<file path="src/rtl/stack_guard_pkg.sv">
// Package: shared request encoding for the stack guard.
// Assumes: op codes outside the listed values mean "no request".
package stack_guard_pkg;
    typedef enum logic [2:0] {
        OP_NONE = 3'd0,
        OP_PUSH = 3'd1,
        OP_POP  = 3'd2,
        OP_CALL = 3'd3,
        OP_EXC  = 3'd4
    } sg_op_e;
endpackage

</file>
<file path="src/rtl/sg_regs.sv">
// Module: pointer and bound registers.
// Holds the word-aligned stack pointer, the bound, and a flag that records
// whether the bound has been loaded since reset. A software pointer write
// takes priority over the request's update. The bound has no reset value.
module sg_regs #(
    parameter int DW      = 16,
    parameter int RST_PTR = 'h0800
) (
    input  logic          clk,
    input  logic          rst_n,
    input  logic          sp_we,
    input  logic [DW-1:0] sp_wdata,
    input  logic          lim_we,
    input  logic [DW-1:0] lim_wdata,
    input  logic          adv_en,
    input  logic [DW-1:0] adv_next,
    output logic [DW-1:0] sp_q,
    output logic [DW-1:0] lim_q,
    output logic          lim_set_q
);
    localparam logic [DW-1:0] ALIGN_MASK = ~DW'(1);
    localparam logic [DW-1:0] RST_V      = DW'(RST_PTR);

    // Pointer: reset value, then software write, then request update.
    always_ff @(posedge clk) begin
        if (!rst_n)      sp_q <= RST_V;
        else if (sp_we)  sp_q <= sp_wdata & ALIGN_MASK;
        else if (adv_en) sp_q <= adv_next & ALIGN_MASK;
    end

    // Bound value: loaded only by software, no reset.
    always_ff @(posedge clk) begin
        if (lim_we) lim_q <= lim_wdata & ALIGN_MASK;
    end

    // Bound-loaded flag: cleared at reset, set by the first bound write.
    always_ff @(posedge clk) begin
        if (!rst_n)      lim_set_q <= 1'b0;
        else if (lim_we) lim_set_q <= 1'b1;
    end


    sp_write_wins_chk: assert property (@(posedge clk) disable iff (!rst_n)
        sp_we |=> sp_q == ($past(sp_wdata) & ALIGN_MASK));
endmodule

</file>
<file path="src/rtl/sg_check.sv">
// Module: request classifier and fault checker.
// Combinational. From the request and the registered pointer and bound it
// gives the fault flags and the pointer value that would follow. Frame
// requests are checked at their upper word address.
module sg_check
    import stack_guard_pkg::*;
#(
    parameter int DW    = 16,
    parameter int FLOOR = 'h0800
) (
    input  logic [2:0]    op,
    input  logic [DW-1:0] sp,
    input  logic [DW-1:0] lim,
    input  logic          lim_set,
    output logic          is_wr,
    output logic          is_frame,
    output logic          is_rd,
    output logic          ovf,
    output logic          udf,
    output logic [DW-1:0] next_sp
);
    localparam logic [DW-1:0] FLOOR_V   = DW'(FLOOR);
    localparam logic [DW-1:0] POP_MIN_V = DW'(FLOOR + 2);

    sg_op_e        op_e;
    logic [DW-1:0] top_ea;

    // Decode the request and evaluate both fault conditions.
    always_comb begin
        op_e     = sg_op_e'(op);
        is_frame = (op_e == OP_CALL) || (op_e == OP_EXC);
        is_wr    = (op_e == OP_PUSH) || is_frame;
        is_rd    = (op_e == OP_POP);
        top_ea   = is_frame ? sp + DW'(2) : sp;
        ovf      = is_wr && lim_set && (top_ea > lim);
        udf      = (is_wr && (sp < FLOOR_V)) || (is_rd && (sp < POP_MIN_V));
        if (is_rd)         next_sp = sp - DW'(2);
        else if (is_frame) next_sp = sp + DW'(4);
        else if (is_wr)    next_sp = sp + DW'(2);
        else               next_sp = sp;
    end
endmodule

</file>
<file path="src/rtl/sg_frame.sv">
// Module: write-data builder.
// Lane 0 carries the push word or the low program-counter half. Lane 1
// carries the upper program-counter bits, zero-extended for a call or
// packed under the status byte for an exception entry.
// Assumes: status plus one gap bit plus the upper PC bits fit one word.
module sg_frame #(
    parameter int DW  = 16,
    parameter int PCW = 23,
    parameter int STW = 8
) (
    input  logic           frame_sel,
    input  logic           exc_sel,
    input  logic [DW-1:0]  push_data,
    input  logic [PCW-1:0] pc,
    input  logic [STW-1:0] status,
    output logic [DW-1:0]  w0_data,
    output logic [DW-1:0]  w1_data
);
    localparam int PCHI = PCW - DW;
    localparam int GAP  = DW - STW - PCHI;

    logic [PCHI-1:0] pc_hi;
    logic [DW-1:0]   w1_call;
    logic [DW-1:0]   w1_exc;

    // Split the program counter.
    assign pc_hi = pc[PCW-1:DW];

    // Upper-word layouts; generate picks a packing legal for the widths.
    generate
        if (GAP >= 1) begin : g_fit
            assign w1_exc = {status, {GAP{1'b0}}, pc_hi};
        end else begin : g_nofit
            assign w1_exc = {{(DW-PCHI){1'b0}}, pc_hi};
        end
    endgenerate
    assign w1_call = {{(DW-PCHI){1'b0}}, pc_hi};

    // Choose each lane's data from the request kind.
    always_comb begin
        w0_data = frame_sel ? pc[DW-1:0] : push_data;
        w1_data = exc_sel ? w1_exc : w1_call;
    end
endmodule

</file>
<file path="src/rtl/stack_guard.sv">
// Module: stack pointer with bound and floor traps (top).
// Turns stack requests into memory addresses and data through two write
// lanes and one read port. A faulting request is cancelled and pulses its
// trap one cycle later.
// Assumes: memory takes both lanes in the cycle the enables are high.
module stack_guard
    import stack_guard_pkg::*;
#(
    parameter int DW      = 16,
    parameter int PCW     = 23,
    parameter int STW     = 8,
    parameter int FLOOR   = 'h0800,
    parameter int RST_PTR = 'h0800
) (
    input  logic           clk,
    input  logic           rst_n,
    input  logic [2:0]     op_i,
    input  logic [DW-1:0]  push_data_i,
    input  logic [PCW-1:0] pc_i,
    input  logic [STW-1:0] status_i,
    input  logic           sp_we_i,
    input  logic [DW-1:0]  sp_wdata_i,
    input  logic           lim_we_i,
    input  logic [DW-1:0]  lim_wdata_i,
    output logic           wr0_en_o,
    output logic [DW-1:0]  wr0_addr_o,
    output logic [DW-1:0]  wr0_data_o,
    output logic           wr1_en_o,
    output logic [DW-1:0]  wr1_addr_o,
    output logic [DW-1:0]  wr1_data_o,
    output logic           rd_en_o,
    output logic [DW-1:0]  rd_addr_o,
    output logic [DW-1:0]  sp_o,
    output logic           ovf_trap_o,
    output logic           udf_trap_o
);
    localparam logic [DW-1:0] FLOOR_V = DW'(FLOOR);

    logic [DW-1:0] sp_q, lim_q, next_sp;
    logic          lim_set_q;
    logic          is_wr, is_frame, is_rd, ovf_req, udf_req, fault;
    logic          adv_en;

    sg_regs #(.DW(DW), .RST_PTR(RST_PTR)) u_regs (
        .clk(clk), .rst_n(rst_n),
        .sp_we(sp_we_i), .sp_wdata(sp_wdata_i),
        .lim_we(lim_we_i), .lim_wdata(lim_wdata_i),
        .adv_en(adv_en), .adv_next(next_sp),
        .sp_q(sp_q), .lim_q(lim_q), .lim_set_q(lim_set_q)
    );

    sg_check #(.DW(DW), .FLOOR(FLOOR)) u_check (
        .op(op_i), .sp(sp_q), .lim(lim_q), .lim_set(lim_set_q),
        .is_wr(is_wr), .is_frame(is_frame), .is_rd(is_rd),
        .ovf(ovf_req), .udf(udf_req), .next_sp(next_sp)
    );

    sg_frame #(.DW(DW), .PCW(PCW), .STW(STW)) u_frame (
        .frame_sel(is_frame), .exc_sel(sg_op_e'(op_i) == OP_EXC),
        .push_data(push_data_i), .pc(pc_i), .status(status_i),
        .w0_data(wr0_data_o), .w1_data(wr1_data_o)
    );

    // Gate the memory access with the fault decision.
    always_comb begin
        fault      = ovf_req || udf_req;
        wr0_en_o   = is_wr && !fault;
        wr1_en_o   = is_frame && !fault;
        rd_en_o    = is_rd && !fault;
        adv_en     = wr0_en_o || rd_en_o;
        wr0_addr_o = sp_q;
        wr1_addr_o = sp_q + DW'(2);
        rd_addr_o  = sp_q - DW'(2);
        sp_o       = sp_q;
    end

    // Register the fault flags into one-cycle trap pulses.
    always_ff @(posedge clk) begin
        if (!rst_n) begin
            ovf_trap_o <= 1'b0;
            udf_trap_o <= 1'b0;
        end else begin
            ovf_trap_o <= ovf_req;
            udf_trap_o <= udf_req;
        end
    end


    push_advance_chk: assert property (@(posedge clk) disable iff (!rst_n)
        (sg_op_e'(op_i) == OP_PUSH && wr0_en_o && !sp_we_i) |=> sp_o == $past(sp_o) + DW'(2));

    no_overflow_chk: assert property (@(posedge clk) disable iff (!rst_n)
        (wr1_en_o && lim_set_q) |-> wr1_addr_o <= lim_q);

    floor_write_chk: assert property (@(posedge clk) disable iff (!rst_n)
        wr0_en_o |-> wr0_addr_o >= FLOOR_V);

    floor_read_chk: assert property (@(posedge clk) disable iff (!rst_n)
        rd_en_o |-> rd_addr_o >= FLOOR_V);

    trap_hold_chk: assert property (@(posedge clk) disable iff (!rst_n)
        (ovf_trap_o || udf_trap_o) && !$past(sp_we_i) |-> sp_o == $past(sp_o));

    ovf_gate_chk: assert property (@(posedge clk) disable iff (!rst_n)
        ovf_trap_o |-> $past(lim_set_q));
endmodule

</file>
<file path="config.mk">
export PLATFORM = sky130hd
export DESIGN_NAME = stack_guard
export DESIGN_NICKNAME = d
export VERILOG_FILES = /design/src/rtl/stack_guard_pkg.sv /design/src/rtl/sg_regs.sv /design/src/rtl/sg_check.sv /design/src/rtl/sg_frame.sv /design/src/rtl/stack_guard.sv
export SDC_FILE = /design/constraint.sdc
export NUM_CORES = 1
export LEC_CHECK = 0
export ABC_AREA = 1
export BUFFER_PORTS_ARGS = -buffer_cell sky130_fd_sc_hd__buf_2
export CAP_MARGIN = 10
export CORE_MARGIN = 8
export CORE_UTILIZATION = 47
export CTS_BUF_LIST = sky130_fd_sc_hd__clkbuf_8
export CTS_CLUSTER_SIZE = 20
export DETAILED_ROUTE_END_ITERATION = 8
export PLACE_DENSITY = 0.83
export SYNTH_ARGS = -nofsm -noshare
export SYNTH_HDL_FRONTEND = slang
export SYNTH_SLANG_ARGS = --single-unit
</file>
<file path="constraint.sdc">
create_clock -name clk -period 5.3 [get_ports clk]
set_input_delay 1.325 -clock clk [delete_from_list [all_inputs] [get_ports clk]]
set_output_delay 1.325 -clock clk [all_outputs]
set_load 0.05 [all_outputs]
</file>
==> results of run 1 <==
## power groups by stage
stage	Sequential, W	Combinational [W]	Clock (W)
2_1_floorplan	0.000355	0.000539	0
3_3_place_gp	0.000330	0.000695	0
3_5_place_dp	0.000331	0.000706	0
4_1_cts	0.000325	0.000708	0.000202
5_1_grt	0.000329	0.000762	0.000214
6_report	0.000326	0.000706	0.000198
## routing by layer
layer | global-route usage, % | routed length (um) | part of all wire (%)
met1 | 24.6 | 4800 | 39
met4 | 4.78 | 103 | 0.84
met3 | 5.09 | 1250 | 10
met2 | 42.5 | 6160 | 50
met5 | 0 | 0 | 0
## through the flow
stage               total power, W  util, %  area [um^2]  setup slack [ps]
detailed placement         0.00104     56.2         4250               236
global placement           0.00102     56.2         4250               346
global route               0.00130     57.5         4350              57.0
floorplan                 0.000894        -         3600               120
finish                     0.00123     57.5         4350               294
CTS                        0.00124     57.4         4340               229
## path summary, 6_finish.rpt
kind	startpoint	to	slack [ps]	depth (start not counted)
setup reg to reg	u_regs.sp_q[3]$_SDFFE_PN0P_	u_regs.sp_q[13]$_SDFFE_PN0P_	1790	21
hold / removal	u_regs.lim_set_q$_SDFFE_PN0P_	u_regs.lim_set_q$_SDFFE_PN0P_	490	2
setup / recovery	op_i[0]	rd_en_o	290	17
hold reg to reg	u_regs.lim_set_q$_SDFFE_PN0P_	u_regs.lim_set_q$_SDFFE_PN0P_	490	2
## area by class of cell
type	instances	share of cell area, %
sequential	33	18.6
clock inverter	2	0.173
inverter	71	6.19
multi-input combinational	428	50.0
timing repair buffer	170	20.1
tap	102	2.93
clock buffer	6	1.90
## cell usage in the layout (no fill, tap or decap), types with 6 or more instances in the layout
cell	instances
a21oi_1	12
buf_2	165
clkbuf_8	6
dfxtp_1	18
edfxtp_1	15
ha_1	21
inv_1	68
nand2_1	176
nand3_1	42
nand4_1	8
nor2_1	69
nor3_1	7
o21ai_0	37
o21ai_1	6
xor2_1	14
## critical path, delay by kind of cell
family / cells / cell delay (ps)
and+or+nand+nor: 10 / 960
buffers and inverters: 4 / 700
AOI/OAI and AO/OA: 2 / 420
adders and majority gates: 1 / 270
## kinds of logic (layout without fill, tap and decap cells)
| kind of cell | Yosys count | count (layout) | synth area share (%) |
|---|---|---|---|
| compound gates | 64 | 64 | 9.72 |
| xor+xnor | 15 | 15 | 3.67 |
| fa+ha+maj | 21 | 21 | 7.35 |
| buf+inv | 123 | 249 | 17.4 |
| flops | 33 | 33 | 22.7 |
| other cells | 1 | 5 | 0.105 |
| simple gates | 323 | 323 | 39.1 |
## state kept, by name (all words and copies together) (netlist names)
name	count
u_regs.lim_q	15
u_regs.sp_q	15
ovf_trap_o	1
u_regs.lim_set_q	1
udf_trap_o	1
## timing repair
action / in CTS / in global routing
setup endpoints to repair: 0 / 3
gates resized for setup: 0 / 1
setup buffers: 0 / 0
==> metrics.yaml, run 1 <==
grt:
  overflow: 0
  antenna_found_initial: 0
  grt_pass1_wl_um: 18800
  grt_max_degree: 31
  grtUsageTotal_pct: 22.4
  grt_pass1_vias: 4043
power_and_ir_drop:
  p_leak_nw: 2.50
  pwr-share-clk_pct: 16.1
  combPwrFrac_pct: 57.4
  seqPwrFrac_pct: 26.5
  swShare_pct: 54.2
  intPower_w: 0.000563
  cellPowerDensity_nw_per_um2: 283
  p_sw_w: 0.000666
  ir_worst_vdd_uv: 150
synth:
  synth-main-ff-cell: "dfxtp_1"
  synth-seq-cells: 33
  yosysTopAreaCell: "nand2_1"
  synthTopCellsByCount: "nand2_1, nor2_1, inv_1, nand3_1, o21ai_0"
  ys_warn_count: 0
  synth_edf_count: 15
  synth_cell_types: 37
  syn_area_per_cell_um2: 6.17
  netlist_area_um2: 3580
  ys_seq_area_share_pct: 22.7
  synth_area_leaders: "nand2_1, edfxtp_1, dfxtp_1"
  ys_async_sr_fraction_pct: 0
  synth_cells: 580
  yosysTopAreaCellShare_pct: 18.5
  yosysMostFrequentCell: "nand2_1"
drt:
  route.detailed.drc: 0
  vias: 4154
  drt.antenna.violating_nets: 0
  wire_per_inst_um: 15.2
  drtIter0Drc: 245
  dr.pass1.iters: 6
  avgViaCountPerCell: 5.12
  drt_wl_total_um: 12300
clocking:
  cts_tree: "built"
  cts.htree.levels: 2
  clock_sinks: 33
  cts_root_buf: "clkbuf_8"
  hold_buffers: 0
  clkLatencyLatePin_ps: 290
  clk_pin_slew_ps: 70
  cts_buffers: 5
  cts.path.max_buffers: 2
sta:
  fin_crit_ps: 5010
  relSlewSlack_pct: 34.2
  post-route-period-util_pct: 94.5
  fmax_ghz: 0.200
  slew_viol_final: 0
  whs_ps: 488
  fin_tns_setup_ps: 0
  worstMarginPinSlew_ps: 983
  final-hold-violation-count: 0
  fin_skew_ps: 11.4
  rsz0062_at_grt: "no"
  setup_viol: 0
cells_and_area:
  syn2layout_area_growth_pct: 21.6
  finalNetCount: 816
  drive_gt1_share_pct: 28.3
  fin_cells: 812
  final-seq-area_um2: 811
  nFillCells: 765
  multi_input_area_um2: 2180
  antenna_cells: 0
placed_design:
  gp_congestion: 0.952
  io_buffers: 165
  placedCellCount: 804
  dp_hpwl_um: 10200
critical_path:
  worstPathArrival_ps: 3680
  crit_chain: "buf_2 -> inv_1 -> nand3_4 -> nand2_8 -> inv_2 -> o21ai_0 -> ha_1 -> nand2_1 -> nand2_1 -> nand2_1 -> nand2_1 -> a21oi_1 -> nand2_1 -> nand2_1 -> nand2_1 -> nor2_1 -> buf_2"
  crit_fanout: 21
  slowest_stage: "ha_1"
  slowest_delay_ps: 270
  critPathRequiredTime_ps: 3970
  crit_type: "in2out"
  start_kind: "primary input"
  cp-end-kind: "output port"
  cp_common_cell: "nand2_1"
run:
  cap_violations: 0
floorplan:
  dieArea_um2: 10700
  die_w_um: 103
  die_h_um: 103
  rows: 32
  ios: 187
  core_um2: 7570
  initial_utilization_pct: 47.3
worst_hold_path:
  hold_path.class: "reg2reg"
status:
  status: "finished clean"
(Power assumes the default switching activity.)
==> inputs of run 2 (changes only) <==
--- a/config.mk
+++ b/config.mk
@@ -5,15 +5,15 @@
 export SDC_FILE = /design/constraint.sdc
 export NUM_CORES = 1
 export LEC_CHECK = 0
-export ABC_AREA = 1
 export BUFFER_PORTS_ARGS = -buffer_cell sky130_fd_sc_hd__buf_2
 export CAP_MARGIN = 10
 export CORE_MARGIN = 8
-export CORE_UTILIZATION = 47
+export CORE_UTILIZATION = 48
 export CTS_BUF_LIST = sky130_fd_sc_hd__clkbuf_8
 export CTS_CLUSTER_SIZE = 20
 export DETAILED_ROUTE_END_ITERATION = 8
-export PLACE_DENSITY = 0.83
+export MAX_ROUTING_LAYER = met4
+export PLACE_DENSITY = 0.84
 export SYNTH_ARGS = -nofsm -noshare
 export SYNTH_HDL_FRONTEND = slang
 export SYNTH_SLANG_ARGS = --single-unit
==> run 2 against run 1 <==
  * Count of clock-buffer cells in the layout fell by 1
  * Largest power group unchanged
  * Via count is 2.5% lower
  * Combinational power down 8.6%
  * Register-to-register slack lost 380 ps
  * Non-clock buffer count increased by 41
  * Worst setup slack lost 260 ps
  * Sequential share of layout area is 1.8 points lower
  * Hold slack improved by 39 ps
==> metrics.yaml, run 2 <==
drt:
  route.detailed.drc: 0  # unchanged
  drt_wl_total_um: 13000  # +5.5%
  drt.antenna.violating_nets: 0  # unchanged
  wire_per_inst_um: 17.4  # +15%
  vias: 4050  # -2.5%
  drtIter0Drc: 297  # +21%
  dr.pass1.iters: 5  # -1
  avgViaCountPerCell: 5.44  # +6.3%
critical_path:
  slowest_delay_ps: 360  # +90 ps
  start_kind: "primary input"
  crit_chain: "buf_6 -> nor3b_4 -> a21o_4 -> buf_6 -> nand4_1 -> xnor2_2 -> ha_1 -> nand3_2 -> or3_4 -> o311ai_4 -> a21oi_2 -> or2_1 -> buf_12 -> nor2_4 -> buf_8"
  cp-end-kind: "output port"
  critPathTopFamily: "simple AND/OR/NAND/NOR gates"
  crit_fanout: 7  # -67%
  worstPathArrival_ps: 3940  # +260 ps
  cp_num_buf_inv: 4  # unchanged
  crit_type: "in2out"
  critPathRequiredTime_ps: 3970  # about the same
  cp_common_cell: "buf_6"
  slowest_stage: "or3_4"
clocking:
  clk_pin_slew_ps: 90  # +20 ps
  cts_root_buf: "clkbuf_8"
  cts_buffers: 5  # unchanged
  hold_buffers: 0  # unchanged
  clkLatencyLatePin_ps: 300  # about the same
  cts.path.max_buffers: 2  # unchanged
  cts_tree: "built"
  clock_sinks: 33  # unchanged
  cts.htree.levels: 2  # unchanged
cells_and_area:
  drive_gt1_share_pct: 38.7  # +10 points
  syn2layout_area_growth_pct: 33.0
  final_util_pct: 66.2  # +8.7 points
  multi_input_area_um2: 2400  # +10%
  design_area_um2: 4800  # +10%
  most-common-layout-cells: "buf_2, nand2_1, buf_4, nor2_1, a21oi_1"
  final_common_cell: "buf_2"
  final-seq-area_um2: 811  # unchanged
  finalNetCount: 752  # -7.8%
  antenna_cells: 0  # unchanged
  nFillCells: 633  # -17%
  reg_top3: "u_regs.lim_q x15, u_regs.sp_q x15"
grt:
  grt_pass1_vias: 4079  # +0.89%
  grtUsageTotal_pct: 24.5  # +2.1 points
  grt_max_degree: 19  # -39%
  antenna_found_initial: 0  # unchanged
  grt_pass1_wl_um: 19700  # +4.8%
  overflow: 0  # unchanged
synth:
  synth-seq-cells: 33  # unchanged
  synthTopCellsByCount: "nand2_1, nor2_1, buf_4, a21oi_1"
  synth-compound-area-share_pct: 17.8  # +8.1 points
  synth-simple-area-share_pct: 26.2  # -13 points
  ys_warn_count: 0  # unchanged
  yosysTopAreaCell: "edfxtp_1"
  ys_async_sr_fraction_pct: 0  # unchanged
  synth_cell_types: 64  # +73%
  synth_area_leaders: "edfxtp_1, dfxtp_1, nand2_1"
  yosysTopAreaCellShare_pct: 12.5  # -6.0 points
  muxShareOfSynthArea_pct: 1.94  # +1.9 points
  synth-xor-area-share_pct: 10.2  # +6.5 points
  yosysMostFrequentCell: "nand2_1"
  ys_seq_area_share_pct: 22.5  # -0.21 points
  synth_top_family_by_area: "simple AND/OR/NAND/NOR gates"
  synth_edf_count: 15  # unchanged
  synth_cells: 483  # -17%
  synthAdderAreaFrac_pct: 7.28  # -0.069 points
  netlist_area_um2: 3610  # +0.94%
  syn_area_per_cell_um2: 7.48  # +21%
  synth-main-ff-cell: "dfxtp_1"
sta:
  fin_tns_setup_ps: 0  # unchanged
  slew_viol_final: 0  # unchanged
  rsz0062_at_grt: "yes"
  fmax_ghz: 0.190  # -4.9%
  worstMarginPinSlew_ps: 987  # +4.70 ps
  fin_skew_ps: 12.3  # +0.901 ps
  relSlewSlack_pct: 33.8  # -0.43 points
  final-hold-violation-count: 0  # unchanged
  setup_viol: 0  # unchanged
  fin_crit_ps: 5260  # +256 ps
  post-route-period-util_pct: 99.3  # +4.8 points
power_and_ir_drop:
  cellPowerDensity_nw_per_um2: 251  # -11%
  ir_worst_vdd_uv: 128  # -15%
  p_leak_nw: 2.43  # -2.9%
  power_w: 0.00120  # -2.2%
floorplan:
  initial_utilization_pct: 49.8  # +2.5 points
  ios: 187  # unchanged
  dieArea_um2: 10600  # -0.98%
  rows: 31  # -3.1%
  core_um2: 7250  # -4.2%
  die_h_um: 103  # -0.49%
  die_w_um: 103  # -0.49%
worst_hold_path:
  hold_path.class: "reg2reg"
placed_design:
  placed_area_um2: 4530  # +6.5%
  dp_hpwl_um: 10200  # +0.56%
  io_buffers: 165  # unchanged
  gp_congestion: 0.924  # -3.0%
run:
  cap_violations: 0  # unchanged
status:
  status: "finished clean"
-- run 2: cell count changes after synthesis, moves of 11 or more --
cell | previous run | this run
o211ai_1 | 1 | 12
clkbuf_1 | 3 | 14
nor2_1 | 69 | 45
o21ai_0 | 37 | 19
nand3_1 | 42 | 16
and2_1 | 0 | 11
nand2_1 | 176 | 74
a21oi_1 | 12 | 28
xnor2_1 | 0 | 26
inv_1 | 66 | 26
-- run 2: final timing paths --
kind         slack, ps                          start                             to  cells past startpoint
max                 40                        op_i[0]                        rd_en_o                     15
min                530  u_regs.lim_set_q$_SDFFE_PN0P_  u_regs.lim_set_q$_SDFFE_PN0P_                      2
min reg2reg        530  u_regs.lim_set_q$_SDFFE_PN0P_  u_regs.lim_set_q$_SDFFE_PN0P_                      2
max reg2reg       1410    u_regs.sp_q[2]$_SDFFE_PN0P_    u_regs.sp_q[1]$_SDFFE_PN0P_                     15
-- run 2: worst register-to-register path: stages, from the launching register on --
cell	delay [ps]
dfxtp_1	480
ha_1	330
nand3_1	190
nor2_1	290
nand2_1	190
nor3_2	220
xor2_1	100
ha_1	330
nand3_2	80
or3_4	360
o311ai_4	230
a21oi_2	50
or2_1	250
buf_12	160
o31ai_1	330
mux2i_1	240
-- run 2: metal layers --
| layer | share of wire [%] | vias to the layer above | track usage [%] | wire length (um) |
|---|---|---|---|---|
| li1 | - | 1939 | - | - |
| met1 | 38 | 1854 | 27.8 | 4930 |
| met2 | 50 | 230 | 41.9 | 6540 |
| met5 | 0 | - | - | 0 |
| met4 | 2.2 | 0 | 10.1 | 291 |
| met3 | 9.5 | 27 | 3.92 | 1240 |
-- run 2: timing repair --
item | CTS | global route
pin swaps | 7 | 8
setup endpoints to repair | 3 | 3
buffers inserted | 3 | 3
resized for setup | 9 | 21
-- run 2: cells by family after synthesis --
family	Yosys count
AO/OA/AOI/OAI	97
XOR/XNOR	42
adder cells (fa/ha/maj)	21
buffers and inverters	88
flip-flops	33
multiplexers	7
other	1
AND/OR/NAND/NOR	194
-- run 2: power by group --
part	internal, W	total [W]	switching, W
combinational	0.000188	0.000645	0.000457
clock	0.000141	0.000252	0.000111
sequential	0.000286	0.000306	0.0000191
total	0.000615	0.00120	0.000588
-- run 2: per-stage QoR --
| stage | cells | setup slack (ps) | hold slack, ps |
|---|---|---|---|
| floorplan | 487 | -56.9 | 493 |
| global placement | 731 | -192 | 505 |
| detailed placement | 731 | -289 | 514 |
| CTS | 742 | 1.36 | 527 |
| global route | 745 | -72.8 | 582 |
| finish | 745 | 38.1 | 526 |
-- run 2: layout make-up --
type,count,share of cell area [%]
Clock buffer,5,1.43
Multi-Input combinational cell,366,49.9
Tap cell,99,2.58
Sequential cell,33,16.9
Inverter,28,2.29
Timing Repair Buffer,211,25.9
Clock inverter,3,0.964
==> inputs of run 3 (changes only) <==
--- a/config.mk
+++ b/config.mk
@@ -8,12 +8,15 @@
 export BUFFER_PORTS_ARGS = -buffer_cell sky130_fd_sc_hd__buf_2
 export CAP_MARGIN = 10
 export CORE_MARGIN = 8
-export CORE_UTILIZATION = 48
+export CORE_UTILIZATION = 50
 export CTS_BUF_LIST = sky130_fd_sc_hd__clkbuf_8
 export CTS_CLUSTER_SIZE = 20
 export DETAILED_ROUTE_END_ITERATION = 8
 export MAX_ROUTING_LAYER = met4
 export PLACE_DENSITY = 0.84
+export SETUP_SLACK_MARGIN = 0.15
+export SLEW_MARGIN = 20
 export SYNTH_ARGS = -nofsm -noshare
 export SYNTH_HDL_FRONTEND = slang
+export SYNTH_HIERARCHICAL = 1
 export SYNTH_SLANG_ARGS = --single-unit
==> run 3 against run 2 <==
  * Synthesized area up 19%
  * Count of clock-buffer cells in the layout unchanged
  * Sequential power about the same
  * Via count up 9.4%
  * Worst setup slack better by 200 ps
==> metrics.yaml, run 3 <==
sta:
  post-route-period-util_pct: 95.5  # -3.8 points
  setup_viol: 0  # unchanged
  worstMarginPinSlew_ps: 639  # -348 ps
  fin_crit_ps: 5060  # -201 ps
  fin_tns_setup_ps: 0  # unchanged
  relSlewSlack_pct: 57.3  # +24 points
  fmax_ghz: 0.198  # +4.0%
  rsz0062_at_grt: "no"
  slew_viol_final: 0  # unchanged
  fin_skew_ps: 13.5  # +1.15 ps
  whs_ps: 490  # -36.3 ps
  final-hold-violation-count: 0  # unchanged
critical_path:
  start_kind: "primary input"
  cp-end-kind: "output port"
  crit_fanout: 4  # -3
  slowest_delay_ps: 350  # about the same
  worstPathArrival_ps: 3740  # -200 ps
  slowest_stage: "ha_1"
  crit_chain: "buf_2 -> nor3b_4 -> a21oi_4 -> inv_4 -> buf_6 -> nand3_4 -> xnor2_2 -> ha_1 -> nand4_1 -> inv_1 -> a221oi_2 -> a21oi_1 -> buf_4 -> nor2_4 -> and2_4 -> buf_8"
  critPathRequiredTime_ps: 3970  # about the same
  crit_type: "in2out"
power_and_ir_drop:
  seqPwrFrac_pct: 26.1  # +0.7 points
  swShare_pct: 50.4  # +1.5 points
  combPwrFrac_pct: 57.3  # +3.6 points
  intPower_w: 0.000580  # -5.7%
  cellPowerDensity_nw_per_um2: 222  # -11%
  p_leak_nw: 2.49  # +2.4%
  p_sw_w: 0.000589  # +0.20%
  pwr-share-clk_pct: 16.6  # -4.3 points
  ir_worst_vdd_uv: 113  # -12%
cells_and_area:
  antenna_cells: 0  # unchanged
  fin_cells: 769  # +3.2%
  most-common-layout-cells: "buf_2, nand2_1, inv_1, buf_4, xnor2_1"
  drive_gt1_share_pct: 39.8  # +1.1 points
  reg_top3: "u_regs/lim_q x15, u_regs/sp_q x15"
  finalNetCount: 769  # +2.3%
  syn2layout_area_growth_pct: 22.6
  final_common_cell: "buf_2"
  nFillCells: 786  # +24%
floorplan:
  ios: 187  # unchanged
  die_h_um: 109  # +5.8%
  rows: 34  # +9.7%
  dieArea_um2: 11800  # +12%
  die_w_um: 109  # +5.8%
  initial_utilization_pct: 50.5  # +0.70 points
  core_um2: 8510  # +17%
placed_design:
  gp_congestion: 0.922  # -0.21%
  io_buffers: 165  # unchanged
  dp_hpwl_um: 11300  # +10%
  placedCellCount: 759  # +3.8%
run:
  cap_violations: 0  # unchanged
clocking:
  cts.htree.levels: 2  # unchanged
  clock_sinks: 33  # unchanged
  cts_root_buf: "clkbuf_8"
  cts_buffers: 5  # unchanged
  clk_pin_slew_ps: 70  # -20 ps
  cts.path.max_buffers: 2  # unchanged
  cts_tree: "built"
  clkLatencyLatePin_ps: 300  # about the same
  hold_buffers: 0  # unchanged
grt:
  overflow: 0  # unchanged
  antenna_found_initial: 0  # unchanged
  grtUsageTotal_pct: 23.5  # -1.0 points
  grt_pass1_wl_um: 21700  # +9.9%
  grt_max_degree: 26  # +7
  grt_pass1_vias: 4306  # +5.6%
status:
  status: "finished clean"
synth:
  netlist_area_um2: 4300  # +19%
  ys_warn_count: 6  # +6
  synth_cells: 524  # +8.5%
  syn_area_per_cell_um2: 8.20  # +9.6%
worst_hold_path:
  hold_path.class: "reg2reg"
drt:
  drt_wl_total_um: 14400  # +11%
  dr.pass1.iters: 5  # unchanged
  drt.antenna.violating_nets: 0  # unchanged
  vias: 4431  # +9.4%
  avgViaCountPerCell: 5.76  # +6.0%
  wire_per_inst_um: 18.7  # +7.3%
  route.detailed.drc: 0  # unchanged
  drtIter0Drc: 347  # +17%
[run 3: power groups by stage]
stage	combinational [W]	sequential, W	clock (W)
2_1_floorplan	0.000491	0.000347	0
3_3_place_gp	0.000635	0.000309	0
3_5_place_dp	0.000647	0.000310	0
4_1_cts	0.000654	0.000304	0.000197
5_1_grt	0.000708	0.000307	0.000208
6_report	0.000670	0.000305	0.000194
[run 3: final timing paths]
kind | cells past startpoint | slack [ps] | start | endpoint
setup / recovery | 16 | 240 | op_i[1] | wr0_en_o
hold / removal | 2 | 490 | u_regs/lim_set_q$_SDFFE_PN0P_ | u_regs/lim_set_q$_SDFFE_PN0P_
setup reg to reg | 16 | 1340 | u_regs/sp_q[2]$_SDFFE_PN0P_ | u_regs/sp_q[4]$_SDFFE_PN0P_
hold reg to reg | 2 | 490 | u_regs/lim_set_q$_SDFFE_PN0P_ | u_regs/lim_set_q$_SDFFE_PN0P_
[run 3: final cells by class]
| type | instances | area [um^2] | share of cell area [%] |
|---|---|---|---|
| clock buffers | 5 | 68.8 | 1.31 |
| well taps | 108 | 135 | 2.57 |
| multi-input cells | 387 | 2970 | 56.5 |
| repair buffers | 197 | 1120 | 21.3 |
| clock inverters | 3 | 13.8 | 0.261 |
| inverters | 36 | 143 | 2.71 |
| flip-flops and latches | 33 | 811 | 15.4 |
[run 3: worst max-delay path, delay by kind of cell]
| kind | cells | cell delay, ps |
|---|---|---|
| AND/OR/NAND/NOR | 5 | 750 |
| buffers and inverters | 6 | 700 |
| AO/OA/AOI/OAI | 3 | 440 |
| adder cells (fa/ha/maj) | 1 | 350 |
| XOR/XNOR | 1 | 170 |
[run 3: stage by stage]
step / utilization [%] / cell area [um^2] / setup WS [ps] / power (W)
finish: 61.9 / 5270 / 239 / 0.00117
global route: 61.9 / 5270 / 144 / 0.00122
CTS: 60.3 / 5130 / 155 / 0.00116
detailed placement: 58.7 / 4990 / -47.0 / 0.000958
global placement: 58.7 / 4990 / 20.4 / 0.000944
floorplan: - / 4300 / 196 / 0.000838
[run 3: repair_timing]
action / CTS / global route
pin swaps: 3 / 19
resized for setup: 16 / 28
hold endpoints to repair: 0 / 0
endpoints found under the setup margin: 3 / 3
buffers inserted: 0 / 2
[run 3: per-layer routing]
metal	share of wire, %	track usage (%)
met5	0	-
met4	2.0	7.82
met3	9.0	3.84
met2	48	38.4
met1	41	28.7
